==> src/rtl/opnd_pkg.sv <==
// Shared types for the shifter operand generation unit.
// Assumes the encodings listed in the brief; nothing here holds state.
package opnd_pkg;

    typedef enum logic [1:0] {
        FORM_IMM_ROT   = 2'b00,
        FORM_IMM_SHIFT = 2'b01,
        FORM_REG_SHIFT = 2'b10,
        FORM_NONE      = 2'b11
    } opnd_form_e;

    typedef enum logic [1:0] {
        SK_LSL = 2'b00,
        SK_LSR = 2'b01,
        SK_ASR = 2'b10,
        SK_ROR = 2'b11
    } shift_kind_e;

    // Amount classes: pass-through, partial 1..W-1, exactly W, beyond W, rotate-extended
    typedef enum logic [2:0] {
        AC_PASS   = 3'd0,
        AC_PART   = 3'd1,
        AC_FULL   = 3'd2,
        AC_BEYOND = 3'd3,
        AC_RRX    = 3'd4
    } amt_class_e;

endpackage

==> src/rtl/opnd_imm_rotator.sv <==
// Rotates a zero-extended immediate constant right by twice the rotate field.
// Assumes DATA_W is at least IMM_W and at least 2**(ROT_W+1).
module opnd_imm_rotator #(
    parameter int DATA_W = 32,
    parameter int IMM_W  = 8,
    parameter int ROT_W  = 4
) (
    input  logic [IMM_W-1:0]  imm_byte,
    input  logic [ROT_W-1:0]  imm_rot,
    input  logic              carry_in,
    output logic [DATA_W-1:0] rot_res,
    output logic              rot_cout
);

    localparam int PAD_W = DATA_W - IMM_W;

    logic [DATA_W-1:0] stage [ROT_W+1];

    // Zero-extend the constant into the first stage
    assign stage[0] = {{PAD_W{1'b0}}, imm_byte};

    // One rotate stage per rotate-field bit, stage k moves by 2**(k+1)
    for (genvar k = 0; k < ROT_W; k++) begin : g_rot
        localparam int STEP = 2 << k;
        assign stage[k+1] = imm_rot[k]
                          ? {stage[k][STEP-1:0], stage[k][DATA_W-1:STEP]}
                          : stage[k];
    end

    assign rot_res = stage[ROT_W];

    // Carry: keep the flag on a zero rotate, else the result's top bit
    always_comb begin
        if (imm_rot == '0) rot_cout = carry_in;
        else               rot_cout = rot_res[DATA_W-1];
    end

endmodule

==> src/rtl/opnd_amt_decode.sv <==
// Classifies the shift amount of either shift form into pass, partial,
// full-width, beyond-width or rotate-extended, and gives the partial amount.
// Assumes the register amount field is wide enough to hold DATA_W.
module opnd_amt_decode
    import opnd_pkg::*;
#(
    parameter int DATA_W   = 32,
    parameter int SHAMT_W  = 5,
    parameter int RS_AMT_W = 8
) (
    input  logic                is_reg,
    input  shift_kind_e         kind,
    input  logic [SHAMT_W-1:0]  imm_shamt,
    input  logic [RS_AMT_W-1:0] rs_low,
    output amt_class_e          amt_class,
    output logic [SHAMT_W-1:0]  amt
);

    localparam logic [RS_AMT_W-1:0] FULL_AMT = RS_AMT_W'(DATA_W);

    // Pick the amount source and sort it into a class
    always_comb begin
        amt_class = AC_PASS;
        amt       = '0;
        if (!is_reg) begin
            amt = imm_shamt;
            if (imm_shamt != '0) begin
                amt_class = AC_PART;
            end else begin
                case (kind)
                    SK_LSL:  amt_class = AC_PASS;
                    SK_ROR:  amt_class = AC_RRX;
                    default: amt_class = AC_FULL;
                endcase
            end
        end else begin
            amt = rs_low[SHAMT_W-1:0];
            if (rs_low == '0) begin
                amt_class = AC_PASS;
            end else begin
                case (kind)
                    SK_ROR: begin
                        if (rs_low[SHAMT_W-1:0] == '0) amt_class = AC_FULL;
                        else                           amt_class = AC_PART;
                    end
                    SK_ASR: begin
                        if (rs_low >= FULL_AMT) amt_class = AC_FULL;
                        else                    amt_class = AC_PART;
                    end
                    default: begin
                        if (rs_low < FULL_AMT)       amt_class = AC_PART;
                        else if (rs_low == FULL_AMT) amt_class = AC_FULL;
                        else                         amt_class = AC_BEYOND;
                    end
                endcase
            end
        end
    end

endmodule

==> src/rtl/opnd_barrel.sv <==
// Log-stage shifter for all four shift kinds, with the fixed results of the
// pass, full-width, beyond-width and rotate-extended classes.
// Left shifts reuse the right shifter on a bit-reversed value.
module opnd_barrel
    import opnd_pkg::*;
#(
    parameter int DATA_W = 32
) (
    input  shift_kind_e                 kind,
    input  amt_class_e                  amt_class,
    input  logic [$clog2(DATA_W)-1:0]   amt,
    input  logic [DATA_W-1:0]           val,
    input  logic                        carry_in,
    output logic [DATA_W-1:0]           sh_res,
    output logic                        sh_cout
);

    localparam int SHAMT_W = $clog2(DATA_W);
    localparam int MSB     = DATA_W - 1;

    logic [DATA_W-1:0]  val_rev;
    logic [DATA_W-1:0]  stage [SHAMT_W+1];
    logic [DATA_W-1:0]  part_rev;
    logic [DATA_W-1:0]  part_res;
    logic [SHAMT_W-1:0] tap_idx;
    logic               fill;
    logic               is_rot;
    logic               is_left;
    logic               part_c;

    // Bit-reverse the input so a left shift becomes a right shift
    always_comb begin
        for (int i = 0; i < DATA_W; i++) val_rev[i] = val[MSB-i];
    end

    assign is_left  = (kind == SK_LSL);
    assign is_rot   = (kind == SK_ROR);
    assign fill     = (kind == SK_ASR) ? val[MSB] : 1'b0;
    assign stage[0] = is_left ? val_rev : val;

    // Right-shift stages, stage k moves by 2**k with fill or wrap
    for (genvar k = 0; k < SHAMT_W; k++) begin : g_sh
        localparam int STEP = 1 << k;
        assign stage[k+1] = amt[k]
                          ? {(is_rot ? stage[k][STEP-1:0] : {STEP{fill}}),
                             stage[k][DATA_W-1:STEP]}
                          : stage[k];
    end

    // Undo the reversal for left shifts
    always_comb begin
        for (int i = 0; i < DATA_W; i++) part_rev[i] = stage[SHAMT_W][MSB-i];
    end

    assign part_res = is_left ? part_rev : stage[SHAMT_W];

    // Last bit shifted out: same tap index on the (possibly reversed) source
    assign tap_idx = amt - 1'b1;
    assign part_c  = stage[0][tap_idx];

    // Select the result and carry by amount class
    always_comb begin
        sh_res  = val;
        sh_cout = carry_in;
        case (amt_class)
            AC_PASS: begin
                sh_res  = val;
                sh_cout = carry_in;
            end
            AC_PART: begin
                sh_res  = part_res;
                sh_cout = part_c;
            end
            AC_FULL: begin
                case (kind)
                    SK_LSL: begin
                        sh_res  = '0;
                        sh_cout = val[0];
                    end
                    SK_LSR: begin
                        sh_res  = '0;
                        sh_cout = val[MSB];
                    end
                    SK_ASR: begin
                        sh_res  = {DATA_W{val[MSB]}};
                        sh_cout = val[MSB];
                    end
                    default: begin
                        sh_res  = val;
                        sh_cout = val[MSB];
                    end
                endcase
            end
            AC_BEYOND: begin
                if (kind == SK_ASR) begin
                    sh_res  = {DATA_W{val[MSB]}};
                    sh_cout = val[MSB];
                end else begin
                    sh_res  = '0;
                    sh_cout = 1'b0;
                end
            end
            AC_RRX: begin
                sh_res  = {carry_in, val[MSB:1]};
                sh_cout = val[0];
            end
            default: begin
                sh_res  = val;
                sh_cout = carry_in;
            end
        endcase
    end

endmodule

==> src/rtl/opnd_shift_unit.sv <==
// Top of the shifter operand generation unit. Purely combinational: selects
// among the rotated immediate, the immediate-amount shift and the
// register-amount shift, and drives the operand and shifter carry.
// Assumes the register and immediate fields are stable while in use.
module opnd_shift_unit
    import opnd_pkg::*;
#(
    parameter int DATA_W   = 32,
    parameter int IMM_W    = 8,
    parameter int ROT_W    = 4,
    parameter int RS_AMT_W = 8
) (
    input  logic [1:0]                  form_sel,
    input  logic [1:0]                  shift_kind,
    input  logic [IMM_W-1:0]            imm_byte,
    input  logic [ROT_W-1:0]            imm_rot,
    input  logic [$clog2(DATA_W)-1:0]   imm_shamt,
    input  logic [DATA_W-1:0]           rm_val,
    input  logic [DATA_W-1:0]           rs_val,
    input  logic                        carry_in,
    output logic [DATA_W-1:0]           operand_out,
    output logic                        carry_out
);

    localparam int SHAMT_W = $clog2(DATA_W);

    opnd_form_e          form;
    shift_kind_e         kind;
    amt_class_e          amt_class;
    logic [SHAMT_W-1:0]  amt;
    logic [DATA_W-1:0]   rot_res;
    logic                rot_cout;
    logic [DATA_W-1:0]   sh_res;
    logic                sh_cout;

    assign form = opnd_form_e'(form_sel);
    assign kind = shift_kind_e'(shift_kind);

    opnd_imm_rotator #(
        .DATA_W (DATA_W),
        .IMM_W  (IMM_W),
        .ROT_W  (ROT_W)
    ) u_rot (
        .imm_byte (imm_byte),
        .imm_rot  (imm_rot),
        .carry_in (carry_in),
        .rot_res  (rot_res),
        .rot_cout (rot_cout)
    );

    opnd_amt_decode #(
        .DATA_W   (DATA_W),
        .SHAMT_W  (SHAMT_W),
        .RS_AMT_W (RS_AMT_W)
    ) u_dec (
        .is_reg    (form == FORM_REG_SHIFT),
        .kind      (kind),
        .imm_shamt (imm_shamt),
        .rs_low    (rs_val[RS_AMT_W-1:0]),
        .amt_class (amt_class),
        .amt       (amt)
    );

    opnd_barrel #(
        .DATA_W (DATA_W)
    ) u_sh (
        .kind      (kind),
        .amt_class (amt_class),
        .amt       (amt),
        .val       (rm_val),
        .carry_in  (carry_in),
        .sh_res    (sh_res),
        .sh_cout   (sh_cout)
    );

    // Choose the operand source by form
    always_comb begin
        case (form)
            FORM_IMM_ROT: begin
                operand_out = rot_res;
                carry_out   = rot_cout;
            end
            FORM_IMM_SHIFT, FORM_REG_SHIFT: begin
                operand_out = sh_res;
                carry_out   = sh_cout;
            end
            default: begin
                operand_out = '0;
                carry_out   = carry_in;
            end
        endcase
    end

endmodule

==> config.mk <==
export PLATFORM = sky130hd
export DESIGN_NAME = opnd_shift_unit
export DESIGN_NICKNAME = d
export VERILOG_FILES = /design/src/rtl/opnd_pkg.sv /design/src/rtl/opnd_imm_rotator.sv /design/src/rtl/opnd_amt_decode.sv /design/src/rtl/opnd_barrel.sv /design/src/rtl/opnd_shift_unit.sv
export SDC_FILE = /design/constraint.sdc
export NUM_CORES = 1
export LEC_CHECK = 0
export ABC_AREA = 1
export BUFFER_PORTS_ARGS = -buffer_cell sky130_fd_sc_hd__buf_2
export CAP_MARGIN = 25
export CORE_ASPECT_RATIO = 2
export CORE_MARGIN = 2
export CORE_UTILIZATION = 30
export DETAILED_ROUTE_END_ITERATION = 10
export SETUP_SLACK_MARGIN = 0.3
export SLEW_MARGIN = 20
export SYNTH_ARGS = -nofsm -noshare
export SYNTH_HDL_FRONTEND = slang
export SYNTH_SLANG_ARGS = --single-unit
==> constraint.sdc <==
create_clock -name vclk -period 3.3
set_input_delay 0.66 -clock vclk [all_inputs]
set_output_delay 0.66 -clock vclk [all_outputs]
set_load 0.005 [all_outputs]
# Word level (Yosys, flattened, before mapping)
# Cells that the tools add are included.
# Widths: inputs -> output; s select.
totals:
  register_bits: 0
  out_inout_bits: 33
op_classes:
  add_sub_neg: 1
  n_lt_le_gt_ge: 3
  n_eq_ne: 10
  mux: 37
  n_reduce_logical: 8
ops:
  columns: ["cell", "n"]
  rows:
  - ["$mux 32", 12]
  - ["$pmux 32 s2", 2]
  - ["$pmux 32 s4", 1]
  - ["$mux 16", 1]
  - ["$mux 3", 4]
  - ["$pmux 3 s2", 2]
  - ["$eq 8x6->1 const B", 1]
  - ["$ge 8x6->1 const B", 1]
  - ["$logic_not 8->1", 1]
  - ["$lt 8x6->1 const B", 1]
  - ["$mux 8", 1]
  - ["$eq 2x2->1 const B", 3]
  - ["$eq 3x2->1 const B", 2]
  - ["$lt 5x6->1 const B", 1]
  - ["$mux 1", 6]
  - ["$mux 2", 3]
  - ["$bmux 1 s5", 1]
  - ["$logic_not 5->1", 1]
  - ["$mux 5", 1]
  - ["$reduce_bool 5->1", 1]
  - ["$sub 5x1->5 const B", 1]
  - ["$eq 2x1->1 const B", 2]
  - ["$logic_not 2->1", 2]
  - ["$logic_not 4->1", 1]
  - ["6 further kinds", 7]

# Longest topological paths before layout
# Gate-level depths: netlist of run 1.
logic_depth:
  word_depth: 15
  ltp_mapped: 22
  ltp_nobuf: 20

# Modules after synthesis
# From an unflattened synthesis of run 1, not the netlist that was laid out.
unflattened:
  hier_cells: 1186
  hier_area_um2: 5721.7
modules_own_cells:
  columns: ["mod", "n_inst", "cells_per_inst", "area_per_inst_um2", "seq_area_each_um2"]
  rows:
  - ["opnd_barrel", 1, 874, 4239.1, 0.0]
  - ["opnd_imm_rotator", 1, 139, 618.1, 0.0]
  - ["opnd_shift_unit", 1, 120, 599.3, 0.0]
  - ["opnd_amt_decode", 1, 53, 265.3, 0.0]

# Least setup slack after synthesis of run 1
# OpenSTA, ideal clock, no wires.
synth_timing:
  kind: "input-to-output"
  from: "in form_sel[0]"
  to: "out carry_out"
  arrival_ns: 2.872
  setup_slack_ns: -0.232
  path_stages: 17
  n_path_buf: 3
  path_cell_list: "inv_1 ha_1 buf_6 nand2_2 o21ai_2 inv_2 buf_2 ha_1 clkbuf_1 clkinv_1 o211ai_1 nand3_1 nand3_1 o211ai_1 nand2_1 nand2_1 a21boi_1"
synth_between:
  elab_chain_len: 7
  elab_cells_between_ends: 15
  classes_between: "1 x add/sub; 6 x eq/ne; 6 x mux; 2 x reduce/logical"
synth_lines:
  columns: ["item", "line", "source"]
  rows:
  - ["start, declared", "opnd_shift_unit.sv:13", "input logic [1:0] form_sel,"]
  - ["$eq 2x2->1", "opnd_shift_unit.sv:56, opnd_shift_unit.sv:78", null]
  - ["$mux 5", "opnd_amt_decode.sv:25", "if (!is_reg) begin"]
  - ["$sub 5x1->5", "opnd_barrel.sv:58", "assign tap_idx = amt - 1'b1;"]
  - ["$bmux 1 s5", "opnd_barrel.sv:59", "assign part_c = stage[0][tap_idx];"]
  - ["$mux 1 (implied by the code)", "opnd_barrel.sv:59", null]
  - ["$pmux 1 s4", "opnd_barrel.sv:65", "case (amt_class)"]
  - ["$pmux 1 s2 *", "opnd_shift_unit.sv:78", "case (form)"]
  - ["end, declared", "opnd_shift_unit.sv:22", "output logic carry_out"]
# Every way passes the cells marked *; elsewhere a longest branch is shown, timed or not. The select of a mux whose other input is x is not followed.

# Worst setup path after layout of run 1
layout_timing:
  from: "in shift_kind[0]"
  to: "out operand_out[28]"
layout_between:
  elab_chain_len: 11
  elab_cells_between_ends: 31
  classes_between: "7 x eq/ne; 22 x mux; 2 x reduce/logical"
layout_lines:
  columns: ["item", "line", "source"]
  rows:
  - ["start, declared", "opnd_shift_unit.sv:14", "input logic [1:0] shift_kind,"]
  - ["$eq 2x2->1 / $logic_not 2->1 (equally long branches)", null, null]
  - ["$mux 1 / $mux 32 (equally long branches)", "opnd_barrel.sv:38, opnd_barrel.sv:39", null]
  - ["$mux 1 / $mux 32 (equally long branches)", "opnd_barrel.sv:45", "? {(is_rot ? stage[k][STEP-1:0] : {STEP{fill}}),"]
  - ["$mux 32 / $mux 2 (equally long branches)", "opnd_barrel.sv:45", null]
  - ["$mux 32 / $mux 4 (equally long branches)", "opnd_barrel.sv:45", null]
  - ["$mux 32 / $mux 8 (equally long branches)", "opnd_barrel.sv:45", null]
  - ["$mux 32 / $mux 16 (equally long branches)", "opnd_barrel.sv:45", null]
  - ["$mux 32", "opnd_barrel.sv:45", null]
  - ["$mux 32", "opnd_barrel.sv:55", "assign part_res = is_left ? part_rev : stage[SHAMT_W];"]
  - ["$pmux 32 s4 *", "opnd_barrel.sv:65", null]
  - ["$pmux 32 s2 *", "opnd_shift_unit.sv:78", null]
  - ["end, declared", "opnd_shift_unit.sv:21", "output logic [DATA_W-1:0] operand_out,"]
# Every way passes the cells marked *; elsewhere a longest branch is shown, timed or not.

==> flow_summary.toml, run 1 <==
[logic_synthesis]
seq_area_frac_synth_pct = 0
synth_cell_type_count = 30
synth_nets = 1349
syn_area_um2 = 5600
yosysWarnings = 0
synth.avg_cell_area_um2 = 4.46
synthCells = 1256

[finish]
design.seq.count = 0
clock_buffers = 0
final_common_cell = "nand2_1"
layout.nets = 1594
regArea_um2 = 0
drive_above_1_share_pct = 48.6
multi_input_area_um2 = 6740
final_core_util_pct = 56.3
syn_to_final_growth_pct = 84.0
final_cell_mix = "nand2_1, buf_4, nand3_1, nand2_2, nand3_2"
fillCellCount = 1776

[setup_path]
critical_path_class = "primary input to output pin"
path_max_fanout = 7
end_kind = "output pin"
start_kind = "primary input"
startpoint = "shift_kind[0]"
required_ps = 2640
cp.arrival_ps = 3010

[timing]
setup_viol = 33
rsz0062_at_grt = "true"
finalCritPeriodShare_pct = 111
slew_violations = 0
fin_tns_setup_ps = -8290
layout_min_cycle_time_ps = 3670
setup_slack_ps = -370
fmaxAchievable_mhz = 272
worst_slew_pin_slew_ps = 691
slew_headroom_pct = 53.8
finalHoldViolCount = 0

[placed_design]
preCtsSetupSlack_ps = -486
dp.final_hpwl_mm = 27.4
finalWeightedCongestion = 1.03
port_buffers = 95

[detailed_routing]
postRouteAntennaNets = 0
wl_mm = 38.6
vias_per_cell = 5.98
drtIter0Drc = 659
drcViolationCount = 0
vias = 10300
drtPass1Iterations = 7
wl_per_cell_um = 22.5

[flow_run]
maxCapViolCount = 0

[worst_hold_path]
min_to = "carry_out"
min_path_type = "primary input to output pin"
holdPathStages = 5
worstHoldStart = "carry_in"

[die]
die_area_um2 = 19900
io_pins = 119
die_w_um = 101
die_h_um = 197
num_rows = 70
initial_utilization_pct = 30.6
core_area_um2 = 18300

[global_route]
grt_max_degree = 34
grt_remaining_overflow = 0
grt_pass1_wl_mm = 55.6
groute.usage.overall_pct = 37.0
grt_pass1_vias = 9871
antenna_found_initial = 1

[pwr]
ir_worst_vdd_v = 0.000112
power.density_nw_per_um2 = 226
p_leak_nw = 5.27
power.total_mw = 2.32

[clocking]
hold_buffers = 0

[status]
violations = "setup timing"
status = "complete, but fails checks"
## report_power, final
group          switching, mW    total [mW]  internal [mW]
logic                   1.41          2.32          0.914
clock network              0  0.0000000406   0.0000000406
registers                  0             0              0
total                   1.41          2.32          0.914
## metal layers
metal	vias to the layer above	GRT usage (%)	share of wire, %
met2	630	67.4	49
met1	4668	32.4	29
met5	-	0	0
met3	315	6.90	7.1
li1	4652	-	-
met4	0	35.8	14
## Yosys cell counts, drive strengths merged
master,count,area share [%]
ha,7,1.6
a21oi,99,8.8
nor3,5,0.45
nand2,507,34
clkbuf,33,2.2
a22o,6,0.94
mux2i,1,0.18
nor2,64,4.3
or2,2,0.22
clkinv,4,0.27
o22ai,3,0.34
a21boi,1,0.13
inv,86,5.8
o21ai,32,3.3
xor2,2,0.31
a31oi,6,0.67
nand4,3,0.34
nand3,340,31
buf,51,4.9
xnor2,1,0.16
o211ai,3,0.40
## cell type report
class	instances	share of cell area (%)
tap	216	2.62
multi-input combinational	1082	65.4
timing repair buffer	327	28.3
antenna	1	0.0243
inverter	90	3.67
## cells by family (layout without fill, tap and decap cells)
group,after synthesis,in the layout,share of synthesized area [%]
compound gates,150,150,14.6
xor+xnor,3,3,0.469
fa+ha+maj,7,7,1.56
buf+inv,174,417,13.2
mux,1,1,0.179
other cells,0,1,0
simple gates,921,921,70.0
## worst max-delay path by stage
stage	slack, ps	to
after floorplan	230	carry_out
after global placement	-490	operand_out[3]
after detailed placement	-490	operand_out[3]
after CTS	-250	operand_out[23]
after global routing	-460	carry_out
final	-370	operand_out[28]
## critical path, stage by stage
cell and delay (ps):
buf_2 90, inv_2 40, ha_4 210, buf_12 150, buf_16 140, buf_8 130, nand2_2 90, nand2_2 70
nand2_2 100, nand2_2 70, nand2_2 70, nand2_2 70, nand3_4 120, nand2_2 80, nand2_2 90, nand3_2 90
nand3_2 90, nand3_4 140, nand2_2 80, nand2_1 60, a21oi_2 200, buf_2 150
## per-stage QoR
stage          hold WS, ps  instance area, µm²  cells
3_3_place_gp          1830                7770   1682
5_1_grt               1870               10300   1716
3_5_place_dp          1840                7770   1682
2_1_floorplan         1540                5690   1256
6_report              1810               10300   1716
4_1_cts               1800                9370   1708
## timing repair
item / CTS / global route
cloned: 12 / 3
setup endpoints to repair: 33 / 33
setup buffers: 14 / 4
pin swaps: 70 / 47
gates resized for setup: 300 / 196
No activity file was read; power rests on OpenSTA's default activity.
==> run 2, diff against run 1 <==
--- a/config.mk
+++ b/config.mk
@@ -6,12 +6,12 @@
 export NUM_CORES = 1
 export LEC_CHECK = 0
 export ABC_AREA = 1
-export BUFFER_PORTS_ARGS = -buffer_cell sky130_fd_sc_hd__buf_2
 export CAP_MARGIN = 25
 export CORE_ASPECT_RATIO = 2
 export CORE_MARGIN = 2
 export CORE_UTILIZATION = 30
 export DETAILED_ROUTE_END_ITERATION = 10
+export DONT_BUFFER_PORTS = 1
 export SETUP_SLACK_MARGIN = 0.3
 export SLEW_MARGIN = 20
 export SYNTH_ARGS = -nofsm -noshare
==> run 2 against run 1 <==
  * Setup slack gained 220 ps
  * Core utilization shrank 2.3 points
  * Worst hold slack lost 250 ps
  * Global-route usage shrank 2.1 points
  * Die area is the same
  * Largest power group unchanged
  * First-iteration DRC count grew 14%
  * Fmax grew 6.3%
  * Final cell count shrank 6.1%
  * Non-clock buffer count shrank 104
  * Combinational power shrank 2%
  * The run still ends with setup timing left
  * Clock-buffer cell count is the same
  * Wire length grew 2.0%
==> flow_summary.toml, run 2 (synthesis gave the netlist of run 1 again) <==
[timing]
finalCritPeriodShare_pct = 105
worst_slew_pin_slew_ps = 826
slew_violations = 0
fmaxAchievable_mhz = 290
finalHoldViolCount = 0
rsz0062_at_grt = "true"
setup_viol = 31
setup_slack_ps = -151
fin_tns_setup_ps = -1980
slew_headroom_pct = 44.9
layout_min_cycle_time_ps = 3450

[setup_path]
end_kind = "output pin"
required_ps = 2640
start_kind = "primary input"
cpMaxStageDelayCell = "ha_4"
cp.arrival_ps = 2790
path_max_fanout = 5
crit_path_max_incr_delay_ps = 210
path_cells = "inv_4, ha_4, inv_8, buf_12, buf_4, nand2_2, nand2_4, nand2_2, nand3_2, nand3_2, nand3_2, nand2_4, nand2_1, nand3_1, nand3_1, nand2_1, nand2_1, a21oi_2, buf_4"
critical_path_class = "primary input to output pin"

[die]
num_rows = 70
initial_utilization_pct = 30.6
io_pins = 119
die_area_um2 = 19900
core_area_um2 = 18300
die_h_um = 197
die_w_um = 101

[status]
violations = "setup timing"
status = "complete, but fails checks"

[finish]
design.seq.count = 0
regArea_um2 = 0
final_cell_mix = "nand2_1, nand3_1, buf_4, nand2_2, nand3_2"
clock_buffers = 0
fin_cells = 1611
drive_above_1_share_pct = 44.3
final_core_util_pct = 54.0
final_common_cell = "nand2_1"
syn_to_final_growth_pct = 76.3
n_antenna_cell = 0
layout.nets = 1490

[detailed_routing]
drtIter0Drc = 749
vias_per_cell = 6.11
vias = 9848
postRouteAntennaNets = 0
wl_mm = 39.4
drtPass1Iterations = 5
wl_per_cell_um = 24.5
drcViolationCount = 0

[worst_hold_path]
min_path_type = "primary input to output pin"
holdPathStages = 3

[pwr]
power.density_nw_per_um2 = 231
p_leak_nw = 4.81
ir_worst_vdd_v = 0.000124
power.total_mw = 2.28

[global_route]
grt_remaining_overflow = 0
grt_pass1_vias = 9196
antenna_found_initial = 1
groute.usage.overall_pct = 35.0
grt_pass1_wl_mm = 52.2
grt_max_degree = 36

[placed_design]
preCtsSetupSlack_ps = -455
finalWeightedCongestion = 1.03
placed_cells = 1554
dp.final_hpwl_mm = 27.2
port_buffers = 0

[flow_run]
maxCapViolCount = 0
## run 2: cell types whose count changed in the layout (fill, tap and decap cells not counted), sizes merged
cell,delta
clkbuf,+4
diode,-1
buf,-108
## run 2: power breakdown
part | total, mW | leakage (nW) | switching [mW] | internal [mW]
clock network | 0 | 0 | 0 | 0
logic | 2.28 | 4.81 | 1.39 | 0.896
registers | 0 | 0 | 0 | 0
## run 2: layout make-up
class,instances,area [µm²]
fill,1734,8430
inverter,90,388
multi-input combinational,1082,6850
tap,216,270
timing repair buffer,223,2370
## run 2: worst max-delay path: cells and delay by family
family / cells / cell delay [ps]
fa+ha+maj: 1 / 210
buf+inv: 5 / 570
compound gates: 1 / 140
simple gates: 12 / 1210
## run 2: path summary, 6_finish.rpt
path / startpoint / end / slack, ps
worst max-delay path: shift_kind[0] / operand_out[16] / -150
worst min-delay path: imm_rot[2] / operand_out[14] / 1560
## run 2: repair_timing
action | in CTS | in global routing
gates cloned | 5 | 8
pin swaps | 81 | 71
gates resized for setup | 287 | 236
setup endpoints to repair | 33 | 33
hold buffers | 0 | 0
buffers inserted | 22 | 22
endpoints found under the hold margin | 0 | 0
## run 2: per-layer routing
layer	part of all wire, %	wire [µm]	track usage [%]
met5	0	0	0
met4	15	5750	36.6
met2	49	19200	63.5
met3	7.7	3030	6.51
met1	29	11400	29.5
## run 2: through the flow
step,hold WS (ps),cell area (µm²)
2_1_floorplan,1540,5690
3_3_place_gp,1560,7040
3_5_place_dp,1560,7040
4_1_cts,1560,8500
5_1_grt,1600,9880
6_report,1560,9880
==> run 3, diff against run 2 <==
--- a/config.mk
+++ b/config.mk
@@ -9,9 +9,10 @@
 export CAP_MARGIN = 25
 export CORE_ASPECT_RATIO = 2
 export CORE_MARGIN = 2
-export CORE_UTILIZATION = 30
+export CORE_UTILIZATION = 62
 export DETAILED_ROUTE_END_ITERATION = 10
 export DONT_BUFFER_PORTS = 1
+export PLACE_DENSITY = 0.81
 export SETUP_SLACK_MARGIN = 0.3
 export SLEW_MARGIN = 20
 export SYNTH_ARGS = -nofsm -noshare
==> run 3 against run 2 <==
  * The run now fails in global routing
  * Synthesized cell count is the same
  * Synthesized area is the same
==> flow_summary.toml, run 3 <==
[status]
status = "did not finish"
lastStage = "global routing"
stop_error = "[ERROR GRT-0116] Global routing finished with congestion. Check the congestion regions in the DRC Viewer."

[die]
num_rows = 49
die_h_um = 138
initial_utilization_pct = 63.0
io_pins = 119
die_w_um = 71.2

[logic_synthesis]
synth_nets = 1349
ys_top_cells_by_count = "nand2_1, nand3_1, a21oi_1"
synth_cell_type_count = 30
ys_top_cells_by_area = "nand2_1, nand3_1, a21oi_1"
synth.avg_cell_area_um2 = 4.46
syn_area_um2 = 5600
synthCells = 1256
seq_area_frac_synth_pct = 0
yosysMostFrequentCell = "nand2_1"
yosysTopAreaCellShare_pct = 33.8
yosys.area.top_type = "nand2_1"
yosysWarnings = 0

[global_route]
grt_max_degree = 41
grt_remaining_overflow = 6
grt_pass1_wl_mm = 48.2
groute.usage.overall_pct = 61.2
grt_pass1_vias = 9584

[placed_design]
port_buffers = 0
placed_cells = 1378
dp.final_hpwl_mm = 21.4
preCtsSetupSlack_ps = -214
finalWeightedCongestion = 1.09
run 3: cell counts after synthesis:
Identical to the previous run, type by type.
run 3: stage by stage:
step                      hold slack, ps  instance area [µm²]  utilization [%]
after floorplan                     1540                 5690                -
after global placement              1500                 6340             71.3
after detailed placement            1500                 6340             71.4
after CTS                           1490                 6700             75.3
run 3: metal layers:
layer / overflow / GRT usage, %
met5: 0 / 1.59
met4: 1 / 67.5
met3: 0 / 25.8
met2: 5 / 88.0
met1: 0 / 60.5
run 3: kinds of logic after synthesis:
family / share of synthesized area [%]
AOI/OAI and AO/OA: 14.6
adders and majority gates: 1.56
xor gates and xnor gates: 0.469
muxes: 0.179
and+or+nand+nor: 70.0
buffers and inverters: 13.2
run 3: timing repair:
item / in CTS
endpoints found under the setup margin: 33
pin swaps: 16
setup buffers: 6
gates resized for setup: 73
hold buffers: 0
hold endpoints to repair: 0
gates cloned: 1
==> run 4, diff against run 3 <==
--- a/config.mk
+++ b/config.mk
@@ -7,13 +7,11 @@
 export LEC_CHECK = 0
 export ABC_AREA = 1
 export CAP_MARGIN = 25
-export CORE_ASPECT_RATIO = 2
 export CORE_MARGIN = 2
-export CORE_UTILIZATION = 62
+export CORE_UTILIZATION = 40
 export DETAILED_ROUTE_END_ITERATION = 10
 export DONT_BUFFER_PORTS = 1
-export PLACE_DENSITY = 0.81
-export SETUP_SLACK_MARGIN = 0.3
+export PLACE_DENSITY_LB_ADDON = 0.15
 export SLEW_MARGIN = 20
 export SYNTH_ARGS = -nofsm -noshare
 export SYNTH_HDL_FRONTEND = slang
==> constraint.sdc (replaced) <==
create_clock -name vclk -period 4.29
set_input_delay 0.858 -clock vclk [all_inputs]
set_output_delay 0.858 -clock vclk [all_outputs]
set_load 0.005 [all_outputs]
==> run 4 against run 3 <==
  * The run now ends clean
==> flow_summary.toml, run 4 (synthesis gave the netlist of run 1 again) <==
[status]
status = "complete, no violations"

[die]
io_pins = 119
die_h_um = 122
num_rows = 43
die_area_um2 = 15000
die_w_um = 122
initial_utilization_pct = 40.7
core_area_um2 = 13800

[timing]
finalHoldViolCount = 0
fmaxAchievable_mhz = 244
slew_headroom_pct = 57.7
fin_tns_setup_ps = 0
worst_slew_pin_slew_ps = 635
finalCritPeriodShare_pct = 95.4
setup_viol = 0
setup_slack_ps = 198
slew_violations = 0
layout_min_cycle_time_ps = 4090
rsz0062_at_grt = "false"
fin_hold_ws_ps = 1880

[setup_path]
path_max_fanout = 21
critical_path_class = "primary input to output pin"
end_kind = "output pin"
required_ps = 3430
start_kind = "primary input"
cp.arrival_ps = 3230

[placed_design]
preCtsSetupSlack_ps = 121
finalWeightedCongestion = 1.02
port_buffers = 0
dp.final_hpwl_mm = 20.3

[detailed_routing]
wl_mm = 25.0
drtPass1Iterations = 6
vias_per_cell = 5.90
wl_per_cell_um = 18.0
drtIter0Drc = 1146
drcViolationCount = 0
vias = 8216
postRouteAntennaNets = 0

[finish]
layout.nets = 1307
syn_to_final_growth_pct = 4.18
clock_buffers = 0
n_antenna_cell = 0
final_common_cell = "nand2_1"
fillCellCount = 1706
drive_above_1_share_pct = 5.12
final_cell_mix = "nand2_1, nand3_1, a21oi_1, inv_1, nor2_1"
regArea_um2 = 0
design.seq.count = 0

[global_route]
grt_pass1_wl_mm = 38.2
grt_pass1_vias = 7082
gr-usage-met3_pct = 6.88
use_met1_pct = 45.1
grt_busiest_layer = "met2"
groute.usage.overall_pct = 32.5
antenna_found_initial = 0
grt_max_degree = 51
grt_remaining_overflow = 0
use_met2_pct = 49.7

[flow_run]
maxCapViolCount = 0

[pwr]
p_leak_nw = 3.12
power.density_nw_per_um2 = 167
ir_worst_vdd_v = 0.0000900

[clocking]
hold_buffers = 0

[worst_hold_path]
min_path_type = "primary input to output pin"
run 4: area by class of cell:
class / instances / area [µm²] / area share, %
timing repair buffer: 40 / 388 / 6.65
tap: 180 / 225 / 3.86
inverter: 90 / 345 / 5.92
multi-input combinational: 1082 / 4880 / 83.6
run 4: power by group:
part           internal (mW)  switching (mW)
clock                      0               0
combinational          0.305           0.671
sequential                 0               0
run 4: worst paths after layout:
path	end	startpoint	cells past startpoint
min	operand_out[0]	imm_rot[2]	3
max	operand_out[30]	form_sel[0]	19
run 4: per-stage QoR:
stage	utilization (%)	instances	power (mW)	cell area [µm²]
after global placement	42.2	1390	0.940	5810
after CTS	42.2	1390	0.944	5810
after global routing	42.4	1392	1.08	5840
after detailed placement	42.2	1390	0.942	5810
after floorplan	-	1256	0.688	5600
final	42.4	1392	0.976	5840
run 4: critical path, cell delays in order:
cell     delay, ps
inv_1           30
ha_1           220
buf_4          190
inv_1          110
nand2_1         80
nand2_2         80
buf_4          250
nand2_1        160
nand3_2        120
nand3_1        100
nand3_1        100
nand2_1         60
nand2_1        180
nand2_1        100
nand3_1         80
nand3_1         70
nand2_1         60
nand2_1        110
a21oi_1        280
run 4: metal layers:
metal	share of wire (%)	routed length, µm	up-vias
li1	-	-	4049
met1	42	10600	3668
met2	43	10700	444
met3	11	2760	55
met4	3.9	975	0
met5	0	0	-
run 4: what timing repair did:
| item | CTS | global route |
|---|---|---|
| endpoints found under the setup margin | 0 | 7 |
| buffers inserted | 0 | 2 |
| resized for setup | 0 | 3 |
